[src/rtl/sbseq_pkg.sv]
package sbseq_pkg;
    localparam int SB_DW  = 8;
    localparam int SEL_W  = 3;
    localparam int RSV_W  = 3;
    localparam int CMD_W  = 2 + SEL_W + RSV_W + SB_DW;
    localparam int NDEV   = 1 << SEL_W;

    typedef enum logic [1:0] {
        OP_SAMPLE  = 2'b00,
        OP_FLOW    = 2'b01,
        OP_PEER_RD = 2'b10,
        OP_PEER_WR = 2'b11
    } op_e;

    typedef enum logic [1:0] {
        ST_IDLE  = 2'd0,
        ST_ADDR  = 2'd1,
        ST_DATA  = 2'd2,
        ST_RECOV = 2'd3
    } state_e;

    typedef struct packed {
        op_e              op;
        logic [SEL_W-1:0] dev;
        logic [RSV_W-1:0] rsvd;
        logic [SB_DW-1:0] payload;
    } cmd_t;
endpackage

[src/rtl/sbseq_table.sv]
module sbseq_table
    import sbseq_pkg::*;
#(
    parameter int DEPTH = 12,
    localparam int IDX_W = $clog2(DEPTH + 1)
) (
    input  logic             clk,
    input  logic             rst_n,
    input  logic             wr_ok,
    input  logic             tbl_we,
    input  logic [IDX_W-1:0] tbl_addr,
    input  cmd_t             tbl_data,
    input  logic             len_we,
    input  logic [IDX_W-1:0] len_val,
    input  logic [IDX_W-1:0] rd_idx,
    output cmd_t             rd_cmd,
    output logic [IDX_W-1:0] len
);
    localparam logic [IDX_W-1:0] MAX_LEN = IDX_W'(DEPTH);

    cmd_t entry_q [DEPTH];

    for (genvar g = 0; g < DEPTH; g++) begin : g_entry
        always_ff @(posedge clk or negedge rst_n) begin
            if (!rst_n)
                entry_q[g] <= '0;
            else if (wr_ok && tbl_we && tbl_addr == IDX_W'(g))
                entry_q[g] <= tbl_data;
        end
    end

    always_ff @(posedge clk or negedge rst_n) begin
        if (!rst_n)
            len <= MAX_LEN;
        else if (wr_ok && len_we && len_val != '0 && len_val <= MAX_LEN)
            len <= len_val;
    end

    always_comb begin
        rd_cmd = '0;
        if (rd_idx < MAX_LEN)
            rd_cmd = entry_q[rd_idx];
    end
endmodule

[src/rtl/sbseq_fsm.sv]
module sbseq_fsm
    import sbseq_pkg::*;
#(
    parameter int DEPTH = 12,
    localparam int IDX_W = $clog2(DEPTH + 1)
) (
    input  logic             clk,
    input  logic             rst_n,
    input  logic             run_en,
    input  logic [IDX_W-1:0] len,
    output state_e           state,
    output logic [IDX_W-1:0] pc
);
    state_e           state_nxt;
    logic [IDX_W-1:0] pc_nxt;
    logic             at_last;

    assign at_last = (pc == len - 1'b1);

    always_ff @(posedge clk or negedge rst_n) begin
        if (!rst_n) begin
            state <= ST_IDLE;
            pc    <= '0;
        end else begin
            state <= state_nxt;
            pc    <= pc_nxt;
        end
    end

    always_comb begin
        state_nxt = state;
        pc_nxt    = pc;
        unique case (state)
            ST_IDLE: begin
                pc_nxt = '0;
                if (run_en)
                    state_nxt = ST_ADDR;
            end
            ST_ADDR:  state_nxt = ST_DATA;
            ST_DATA:  state_nxt = ST_RECOV;
            ST_RECOV: begin
                if (run_en) begin
                    state_nxt = ST_ADDR;
                    pc_nxt    = at_last ? '0 : pc + 1'b1;
                end else begin
                    state_nxt = ST_IDLE;
                    pc_nxt    = '0;
                end
            end
        endcase
    end
endmodule

[src/rtl/sbseq_stat.sv]
module sbseq_stat
    import sbseq_pkg::*;
(
    input  logic               clk,
    input  logic               rst_n,
    input  logic               cap_stat,
    input  logic [SEL_W-1:0]   cap_dev,
    input  logic               cap_peer,
    input  logic [SB_DW-1:0]   din,
    output logic [NDEV*SB_DW-1:0] stat_flat,
    output logic [SB_DW-1:0]   peer_q
);
    for (genvar g = 0; g < NDEV; g++) begin : g_dev
        logic [SB_DW-1:0] stat_q;
        always_ff @(posedge clk or negedge rst_n) begin
            if (!rst_n)
                stat_q <= '0;
            else if (cap_stat && cap_dev == SEL_W'(g))
                stat_q <= din;
        end
        assign stat_flat[g*SB_DW +: SB_DW] = stat_q;
    end

    always_ff @(posedge clk or negedge rst_n) begin
        if (!rst_n)
            peer_q <= '0;
        else if (cap_peer)
            peer_q <= din;
    end
endmodule

[src/rtl/sbseq_loop.sv]
module sbseq_loop
    import sbseq_pkg::*;
#(
    parameter int DEPTH = 12,
    localparam int IDX_W = $clog2(DEPTH + 1)
) (
    input  logic                  clk,
    input  logic                  rst_n,
    input  logic                  run_en,
    input  logic                  tbl_we,
    input  logic [IDX_W-1:0]      tbl_addr,
    input  logic [CMD_W-1:0]      tbl_data,
    input  logic                  len_we,
    input  logic [IDX_W-1:0]      len_val,
    output logic                  busy,
    output logic                  sb_frame,
    output logic                  sb_dphase,
    output logic [SEL_W-1:0]      sb_sel,
    output logic [SB_DW-1:0]      sb_dout,
    output logic                  sb_oe,
    input  logic [SB_DW-1:0]      sb_din,
    output logic [NDEV*SB_DW-1:0] stat_flat,
    output logic [SB_DW-1:0]      peer_q
);
    state_e           state;
    logic [IDX_W-1:0] pc;
    logic [IDX_W-1:0] len;
    cmd_t             cmd;

    sbseq_table #(.DEPTH(DEPTH)) u_table (
        .clk      (clk),
        .rst_n    (rst_n),
        .wr_ok    (state == ST_IDLE),
        .tbl_we   (tbl_we),
        .tbl_addr (tbl_addr),
        .tbl_data (cmd_t'(tbl_data)),
        .len_we   (len_we),
        .len_val  (len_val),
        .rd_idx   (pc),
        .rd_cmd   (cmd),
        .len      (len)
    );

    sbseq_fsm #(.DEPTH(DEPTH)) u_fsm (
        .clk    (clk),
        .rst_n  (rst_n),
        .run_en (run_en),
        .len    (len),
        .state  (state),
        .pc     (pc)
    );

    sbseq_stat u_stat (
        .clk       (clk),
        .rst_n     (rst_n),
        .cap_stat  (state == ST_DATA && cmd.op == OP_SAMPLE),
        .cap_dev   (cmd.dev),
        .cap_peer  (state == ST_DATA && cmd.op == OP_PEER_RD),
        .din       (sb_din),
        .stat_flat (stat_flat),
        .peer_q    (peer_q)
    );

    always_comb begin
        busy      = 1'b1;
        sb_frame  = 1'b0;
        sb_dphase = 1'b0;
        sb_sel    = '0;
        sb_dout   = '0;
        sb_oe     = 1'b0;
        unique case (state)
            ST_IDLE:  busy = 1'b0;
            ST_ADDR: begin
                sb_frame = 1'b1;
                sb_sel   = cmd.dev;
                sb_dout  = cmd.payload;
                sb_oe    = 1'b1;
            end
            ST_DATA: begin
                sb_frame  = 1'b1;
                sb_dphase = 1'b1;
                sb_sel    = cmd.dev;
                if (cmd.op == OP_FLOW) begin
                    sb_dout = cmd.payload;
                    sb_oe   = 1'b1;
                end else if (cmd.op == OP_PEER_WR) begin
                    sb_dout = peer_q;
                    sb_oe   = 1'b1;
                end
            end
            ST_RECOV: ;
        endcase
    end
endmodule

[config.mk]
export PLATFORM = sky130hd
export DESIGN_NAME = sbseq_loop
export DESIGN_NICKNAME = d
export VERILOG_FILES = /design/src/rtl/sbseq_pkg.sv /design/src/rtl/sbseq_table.sv /design/src/rtl/sbseq_fsm.sv /design/src/rtl/sbseq_stat.sv /design/src/rtl/sbseq_loop.sv
export SDC_FILE = /design/constraint.sdc
export NUM_CORES = 1
export LEC_CHECK = 0
export BUFFER_PORTS_ARGS = -buffer_cell sky130_fd_sc_hd__buf_2
export CORE_UTILIZATION = 25
export CTS_BUF_LIST = sky130_fd_sc_hd__clkbuf_8
export DETAILED_ROUTE_END_ITERATION = 10
export GPL_TIMING_DRIVEN = 0
export HOLD_SLACK_MARGIN = 0.12
export SLEW_MARGIN = 10
export SYNTH_ARGS = -nofsm -noshare
export SYNTH_HDL_FRONTEND = slang
export SYNTH_SLANG_ARGS = --single-unit
[constraint.sdc]
create_clock -name clk -period 2.9 [get_ports clk]
set_input_delay 0.145 -clock clk [delete_from_list [all_inputs] [get_ports clk]]
set_output_delay 0.145 -clock clk [all_outputs]
set_load 0.005 [all_outputs]
# Word-level counts from Yosys, hierarchy flattened

Index checks and enable logic that the tools add are counted.

Add/sub/neg operators: 2
Order comparisons: 3
Equal/unequal tests: 26
Muxes and demuxes: 20
Bitwise operators: 1
Reduce and logical (&&, ||, !) cells: 33

Operators by type and width:

| cell                  | number |
|---|---|
| $bmux W16 S4          | 1 |
| $mux W16              | 3 |
| $logic_and A1 B1 Y1   | 26 |
| $eq A4 B3 Y1 const B  | 4 |
| $eq A4 B4 Y1 const B  | 4 |
| $mux W8               | 2 |
| $pmux W8 S2           | 1 |
| $eq A3 B3 Y1 const B  | 4 |
| $eq A2 B2 Y1 const B  | 4 |
| $eq A4 B2 Y1 const B  | 2 |
| $mux W4               | 2 |
| $pmux W2 S4           | 1 |
| $pmux W4 S2           | 1 |
| $eq A3 B2 Y1 const B  | 2 |
| $mux W1               | 6 |
| $ge A5 B5 Y1 const B  | 1 |
| $not A4 Y5            | 1 |
| $add A4 B1 Y4 const B | 1 |
| $eq A2 B1 Y1 const B  | 2 |
| $eq A4 B1 Y1 const B  | 1 |
| $eq A4 B4 Y1          | 1 |
| $le A4 B4 Y1 const B  | 1 |
| $logic_not A2 Y1      | 2 |
| $logic_not A4 Y1      | 1 |
| other kinds (11)      | 11 |

Register bits after elaboration: 274
Input port bits: 37
Output and inout port bits: 87

# Logic depth before layout (Yosys ltp)

Gate-level depths: netlist of run 1.

Depth in word-level cells: 9
Gate-level depth with buffers: 9
Gate-level depth less buffers: 7

# Cells and area by module

Synthesis of run 1 repeated with hierarchy kept, for this count alone.

Cell total of the unflattened synthesis: 812
Area total of the unflattened synthesis: 12464.5 um^2

By module, submodules not included:

| module      | times used | cells an instance | area an instance (um^2) | sequential area each (um^2) |
|---|---|---|---|---|
| sbseq_table | 1          | 580               | 9076.2                  | 4907.2 |
| sbseq_stat  | 1          | 160               | 2746.4                  | 1801.7 |
| sbseq_fsm   | 1          | 46                | 437.9                   | 150.1 |
| sbseq_loop  | 1          | 26                | 203.9                   | 0.0 |

# Worst setup path before layout of run 1

OpenSTA, ideal clock, no wires.

Kind: flip-flop to flip-flop
Start: register u_fsm.pc[0]
End: register u_stat.g_dev[5].stat_q[0]
Setup time: 0.125 ns
Arrival: 2.415 ns
Data required time: 2.775 ns
Slack: 0.361 ns
Cell stages (with the launch flop): 9
Cell sequence: dfrtp_1 > buf_6 > mux4_1 > mux2i_1 > o22ai_2 > nor4b_4 > and3_1 > buf_4 > mux2_2

Word-level cells in the longest chain between the ends: 8

Ends and longest elaborated chain:

| element                                     | line              | source |
|---|---|---|
| from (decl)                                 | sbseq_fsm.sv:12   | `output logic [IDX_W-1:0] pc` |
| from (signal assigned)                      | sbseq_fsm.sv:26   | `pc <= pc_nxt;` |
| $not A4 Y5 (implied by the code)            | sbseq_table.sv:42 | `rd_cmd = entry_q[rd_idx];` |
| $bmux W16 S4                                | sbseq_table.sv:42 |  |
| $mux W16 (implied by the code) (2 in a row) | sbseq_table.sv:42 |  |
| $mux W16 *                                  | sbseq_table.sv:41 | `if (rd_idx < MAX_LEN)` |
| $logic_not A2 Y1                            | sbseq_loop.sv:56  | `.cap_stat (state == ST_DATA && cmd.op == OP_SAMPLE),` |
| $logic_and A1 B1 Y1                         | sbseq_loop.sv:56  |  |
| $logic_and A1 B1 Y1 *                       | sbseq_stat.sv:18  | `else if (cap_stat && cap_dev == SEL_W'(g))` |
| to (signal assigned)                        | sbseq_stat.sv:19  | `stat_q <= din;` |
| to (decl)                                   | sbseq_stat.sv:14  | `logic [SB_DW-1:0] stat_q;` |

Every way passes the cells marked *; elsewhere a longest branch is shown, timed or not. The select of a mux whose other input is x is not followed.
A chain may end at the register's enable or synchronous reset.

# Worst setup path after layout of run 1

Start: register u_fsm.pc[0]
End: output sb_dout[0]

Word-level cells in the longest chain between the ends: 9

Ends and longest elaborated chain:

| element                                     | line              | source |
|---|---|---|
| $not A4 Y5 (implied by the code)            | sbseq_table.sv:42 |  |
| $bmux W16 S4                                | sbseq_table.sv:42 |  |
| $mux W16 (implied by the code) (2 in a row) | sbseq_table.sv:42 |  |
| $mux W16 *                                  | sbseq_table.sv:41 |  |
| $eq A2 B2 Y1                                | sbseq_loop.sv:86  | `end else if (cmd.op == OP_PEER_WR) begin` |
| $mux W8                                     | sbseq_loop.sv:86  |  |
| $mux W8                                     | sbseq_loop.sv:83  | `if (cmd.op == OP_FLOW) begin` |
| $pmux W8 S2 *                               | sbseq_loop.sv:71  | `unique case (state)` |
| to (decl)                                   | sbseq_loop.sv:19  | `output logic [SB_DW-1:0] sb_dout,` |

Marked as above.

==> impl_metrics.yaml, run 1 <==
sta:
  setup_ws_ps: 35.2
  finClkSkew_ps: 21.7
  tightest_slew_ps: 916
  hold_violations: 0
  max_freq_mhz: 349
  drv_slew: 0
  setup_viol: 0
  min_period_over_period: 0.988
  period_needed_ps: 2860
  slew_headroom: 0.389
  timing.hold.ws_ps: 121
  rsz0062_at_grt: "true"
clock_tree:
  root_buffer: "clkbuf_8"
  clock_latency_ps: 540
  cts_made_buffers: 40
  cts_tree: "done"
  clk_path_buf_depth: 3
  cts_max_level: 2
  clkTransAtPathRegs_ps: 60
  cts.sinks: 238
yosys:
  ys_ff_latch: 238
  seq_area_frac_synth: 0.554
  async_flop_share: 1.00
  synth_area_um2: 10800
  post_synth.cell_area_avg_um2: 14.9
  ys.flop_type: "dfrtp_1"
  syn_nets: 768
  netlist_instances: 724
  synth_top_area_frac: 0.549
  synth_commonest_cells: "dfrtp_1, mux2_2, mux4_2, nand2_1, clkbuf_1"
  yosys.area.top_type: "dfrtp_1"
  netlist_top_cells_area: "dfrtp_1, mux2_2, mux4_2"
  netlist-cell-type-count: 54
  synth_edf_count: 0
  yosysWarnings: 0
  synthMostInstantiatedCell: "dfrtp_1"
critical_path:
  max_stage_delay_ps: 470
  path_depth: 9
  reg2reg_slack_ps: 40
  worstReg2RegStart: "u_fsm.pc[0]"
  r2r-end: "u_stat.g_dev[2].stat_q[3]"
  path_class: "reg -> out"
  crit_fanout: 8
  cpMostUsedCell: "buf_4"
  cp_slowest_cell: "dfrtp_2"
  crit_chain: "buf_4, buf_4, mux4_2, nor2_4, o21ai_4, a31oi_4, nor2b_4, a32o_2, buf_2"
  end_kind: "primary output"
  cp.arrival_ps: 2720
  cp.required_ps: 2760
  path_buf_inv: 3
  rr_worst_depth: 11
  critPathLaunchType: "register"
  crit_family: "compound AO/OA/AOI/OAI gates"
cells_and_area:
  layout.cells.non_filler: 1510
  final_util: 0.327
  drive_above_1_share: 0.553
  diodes: 0
  nNetsFinal: 990
  area_growth_pct: 28.1
die:
  io_pins: 124
  die_w_um: 209
  num_rows: 75
  die_area_um2: 43900
  start_util: 0.255
  core_um2: 42200
  die_h_um: 209
grt:
  grt.overflow.total: 0
  antenna_found_initial: 0
  grt_max_degree: 93
  grt_pass1_wl_mm: 43.1
  grt_usage: 0.127
  grt_pass1_vias: 7272
place:
  hpwlAfterDp_mm: 18.4
  portBuffers: 119
  dp_slack_ps: -546
  dp.cells: 1384
  globalplace.congestion: 0.731
drt:
  vias: 6898
  routed_wl_mm: 27.9
  drt_pass1_iterations: 4
  viasPerCell: 4.57
  drtAntennaViolNets: 0
  drt-initial-drc-count: 427
  wl_per_cell_um: 18.5
  post-route-drc-count: 0
power_and_ir_drop:
  ir_drop_v: 0.000326
  p_leak_nw: 6.45
  p_per_area_nw_per_um2: 872
  total_power_mw: 12.0
status:
  status: "complete, no violations"
job:
  cap_violations: 0
min_path:
  min_path_type: "in -> async"
-- layout by cell type (no fill, tap or decap), types with 6 or more instances in the layout --
cell and instances:
dfrtp_1 234, mux2_2 214, buf_2 121, clkbuf_8 47
dlygate4sd3_1 35, mux4_2 34, nand2_1 30, inv_1 25
buf_4 20, clkbuf_1 17, mux2_4 16, nor2_1 13
mux2i_1 10, o21ai_0 9, buf_12 7, clkbuf_4 7
buf_6 6, nand2b_1 6, xnor2_1 6, nor2_2 6
ha_1 6
-- flip-flops by register name (all words and copies together) (netlist names) --
register             count
u_table.entry_q        156
u_stat.g_dev.stat_q     64
u_stat.peer_q            8
u_fsm.pc                 4
u_table.len              4
u_fsm.state              2
-- through the flow --
stage,TNS [ps],area (um^2)
2_1_floorplan,0,10800
3_3_place_gp,-619800,12000
3_5_place_dp,-32570,12100
4_1_cts,-59.2,13500
5_1_grt,-328,13800
6_report,0,13800
-- layout make-up --
| class | instances | area [um^2] |
|---|---|---|
| timing repair buffer | 183 | 1320 |
| clock inverter | 21 | 110 |
| multi-input combinational | 430 | 4750 |
| fill | 4156 | 28400 |
| inverter | 9 | 33.8 |
| buffer | 44 | 308 |
| tap | 539 | 674 |
| sequential | 238 | 5960 |
| clock buffer | 46 | 633 |
-- report_power, final --
group | total, mW | switching (mW) | internal (mW)
clock | 2.84 | 1.31 | 1.52
sequential | 5.25 | 0.670 | 4.58
combinational | 3.93 | 1.64 | 2.29
total | 12.0 | 3.62 | 8.40
-- routing by layer --
| layer | track usage | vias to the layer above | routed length [um] |
|---|---|---|---|
| li1 | - | 3106 | - |
| met1 | 0.163 | 3563 | 12200 |
| met5 | 0 | - | 0 |
| met3 | 0.0260 | 42 | 1340 |
| met4 | 0.0413 | 0 | 572 |
| met2 | 0.213 | 187 | 13800 |
-- timing repair --
| action | CTS | global route |
|---|---|---|
| resized for setup | 53 | 47 |
| endpoints found under the setup margin | 127 | 168 |
| hold buffers | 35 | 0 |
| endpoints found under the hold margin | 342 | 0 |
| setup buffers | 12 | 12 |
| gates cloned | 2 | 1 |
| pin swaps | 5 | 18 |
-- worst max-delay path by stage --
stage                    from                         to  slack, ps
6_report          u_fsm.pc[0]                 sb_dout[0]         40
5_1_grt           u_fsm.pc[0]                 sb_dout[0]        -50
4_1_cts        u_fsm.state[0]       u_table.entry_q[142]        -10
3_5_place_dp   u_fsm.state[0]       u_table.entry_q[134]       -550
3_3_place_gp            rst_n        u_table.entry_q[68]      -2530
2_1_floorplan     u_fsm.pc[0]  u_stat.g_dev[5].stat_q[0]        360
-- logic make-up (layout without fill, tap and decap cells) --
kind of cell,after synthesis,in the layout,share of synthesized area
adder cells (fa/ha/maj),7,7,0.00814
AND/OR/NAND/NOR,90,90,0.0472
AO/OA/AOI/OAI,52,52,0.0371
buffers and inverters,56,303,0.0236
XOR/XNOR,6,6,0.00488
multiplexers,275,275,0.326
flip-flops,238,238,0.554
Note: power is estimated with default switching activity, not from simulation.
==> run 2: changes to the inputs <==
PLACE_DENSITY = 0.47   (was not set)
SKIP_LAST_GASP = 1   (was not set)
==> run 2 against run 1 <==
Sequential power about the same. First-iteration DRC count down 23%. Non-clock buffer count is 6 lower. Critical path type unchanged. Largest power group unchanged. Highest routed layer unchanged.
==> impl_metrics.yaml, run 2 (synthesis gave the netlist of run 1 again) <==
status:
  status: "complete, no violations"
power_and_ir_drop:
  p_comb_frac: 0.323
  total_power_mw: 11.9
  p_per_area_nw_per_um2: 870
  clkPwrFrac: 0.238
  seqPwrFrac: 0.439
  ir_drop_v: 0.000279
  p_switching_mw: 3.60
  sw_frac_of_total: 0.302
  p_leak_nw: 6.41
  p_int_mw: 8.31
cells_and_area:
  nNetsFinal: 985
  regMostFlops: "u_table.entry_q"
  final_cell_mix: "dfrtp_1, mux2_2, buf_2, clkbuf_8, dlygate4sd3_1"
  regArea_um2: 5960
  multi_input_area_um2: 4700
  reg_top3: "u_table.entry_q x156, u_stat.g_dev.stat_q x64, u_stat.peer_q x8"
  largest_register_ffs: 156
  final_cell_area_um2: 13700
  fillers: 4183
  drive_above_1_share: 0.540
  layout.cells.non_filler: 1506
  final_common_cell: "dfrtp_1"
  area_growth_pct: 27.1
drt:
  drtAntennaViolNets: 0
  vias: 6865
  viasPerCell: 4.56
  drt-initial-drc-count: 328
  drt_pass1_iterations: 4
  post-route-drc-count: 0
  wl_per_cell_um: 19.2
  routed_wl_mm: 29.0
sta:
  rsz0062_at_grt: "true"
  max_freq_mhz: 349
  drv_slew: 0
  slew_headroom: 0.374
  min_period_over_period: 0.988
  finClkSkew_ps: 15.2
  hold_violations: 0
  tightest_slew_ps: 927
  setup_viol: 0
  tns_ps: 0
  period_needed_ps: 2860
clock_tree:
  cts_tree: "done"
  root_buffer: "clkbuf_8"
  cts_made_buffers: 41
  cts_max_level: 2
  clkTransAtPathRegs_ps: 60
  cts.sinks: 238
  clk_path_buf_depth: 3
  clock_latency_ps: 550
grt:
  antenna_found_initial: 1
  grt_pass1_vias: 7423
  grt_pass1_wl_mm: 45.5
  grt_usage: 0.135
  grt_max_degree: 96
  grt.overflow.total: 0
place:
  dp.cells: 1384
  portBuffers: 119
  hpwlAfterDp_mm: 19.4
  dpl-instance-area_um2: 12100
  globalplace.congestion: 0.730
critical_path:
  worstReg2RegStart: "u_fsm.pc[0]"
  reg2reg_slack_ps: 130
  cp.required_ps: 2760
  rr_worst_depth: 9
  r2r-end: "u_stat.g_dev[3].stat_q[5]"
  end_kind: "primary output"
  crit_fanout: 6
  critPathLaunchType: "register"
  cp.arrival_ps: 2720
  path_class: "reg -> out"
die:
  num_rows: 75
  io_pins: 124
  start_util: 0.255
  die_w_um: 209
  die_area_um2: 43900
  core_um2: 42200
  die_h_um: 209
job:
  cap_violations: 0
min_path:
  min_path_type: "in -> async"
-- run 2: changes by cell type in the layout (fill, tap and decap cells not counted), moves of 2 or more --
cell,before,now
clkbuf_8,47,50
clkinv_2,4,2
nor2_1,13,16
buf_4,20,14
nor2_2,6,4
mux2_4,16,8
mux2_2,214,222
-- run 2: how the worst max path moves through the flow --
stage,from,endpoint,slack (ps)
2_1_floorplan,u_fsm.pc[0],u_stat.g_dev[5].stat_q[0],360
3_3_place_gp,rst_n,u_table.entry_q[64],-2940
3_5_place_dp,u_fsm.state[0],u_table.entry_q[37],-530
4_1_cts,u_fsm.pc[0],sb_dout[0],-20
5_1_grt,u_fsm.pc[3],sb_dout[6],-80
6_report,u_fsm.pc[0],sb_dout[6],40
-- run 2: cell type report --
type | count | area share
Timing Repair Buffer | 175 | 0.0897
Clock inverter | 20 | 0.00594
Sequential cell | 238 | 0.436
Antenna cell | 1 | 0.000183
Clock buffer | 48 | 0.0483
Multi-Input combinational cell | 430 | 0.343
Buffer | 46 | 0.0252
Tap cell | 539 | 0.0493
Inverter | 9 | 0.00247
-- run 2: power by group through the flow --
| stage | combinational (mW) | clock, mW | sequential, mW |
|---|---|---|---|
| 2_1_floorplan | 2.35 | 0 | 5.14 |
| 3_3_place_gp | 3.47 | 0 | 5.26 |
| 3_5_place_dp | 3.53 | 0 | 5.29 |
| 4_1_cts | 3.80 | 2.96 | 5.24 |
| 5_1_grt | 4.20 | 3.10 | 5.41 |
| 6_report | 3.85 | 2.83 | 5.23 |
-- run 2: timing repair --
item,4_1_cts,5_1_grt
pin swaps,9,10
resized for setup,65,19
setup endpoints to repair,157,87
hold buffers,36,0
hold endpoints to repair,249,0
cloned,1,0
setup buffers,12,5
-- run 2: per-stage QoR --
stage	hold WS [ps]	setup WS, ps	util
global placement	409	-2940	0.285
global route	212	-75.3	0.324
floorplan	-151	361	-
detailed placement	174	-528	0.287
finish	179	36.2	0.324
CTS	173	-16.0	0.321
-- run 2: critical path, cell delays in order, from the launching register on --
cell	delay [ps]
dfrtp_2	410
buf_12	130
buf_12	100
buf_16	130
buf_12	140
mux4_2	490
a22oi_1	200
nand2_1	140
a32o_1	260
buf_2	140
-- run 2: per-layer routing --
metal / track usage / routed length (um) / up-vias
met2: 0.232 / 14300 / 173
li1: - / - / 3102
met3: 0.0259 / 1430 / 49
met1: 0.171 / 12500 / 3541
met4: 0.0466 / 784 / 0
met5: 0 / 0 / -
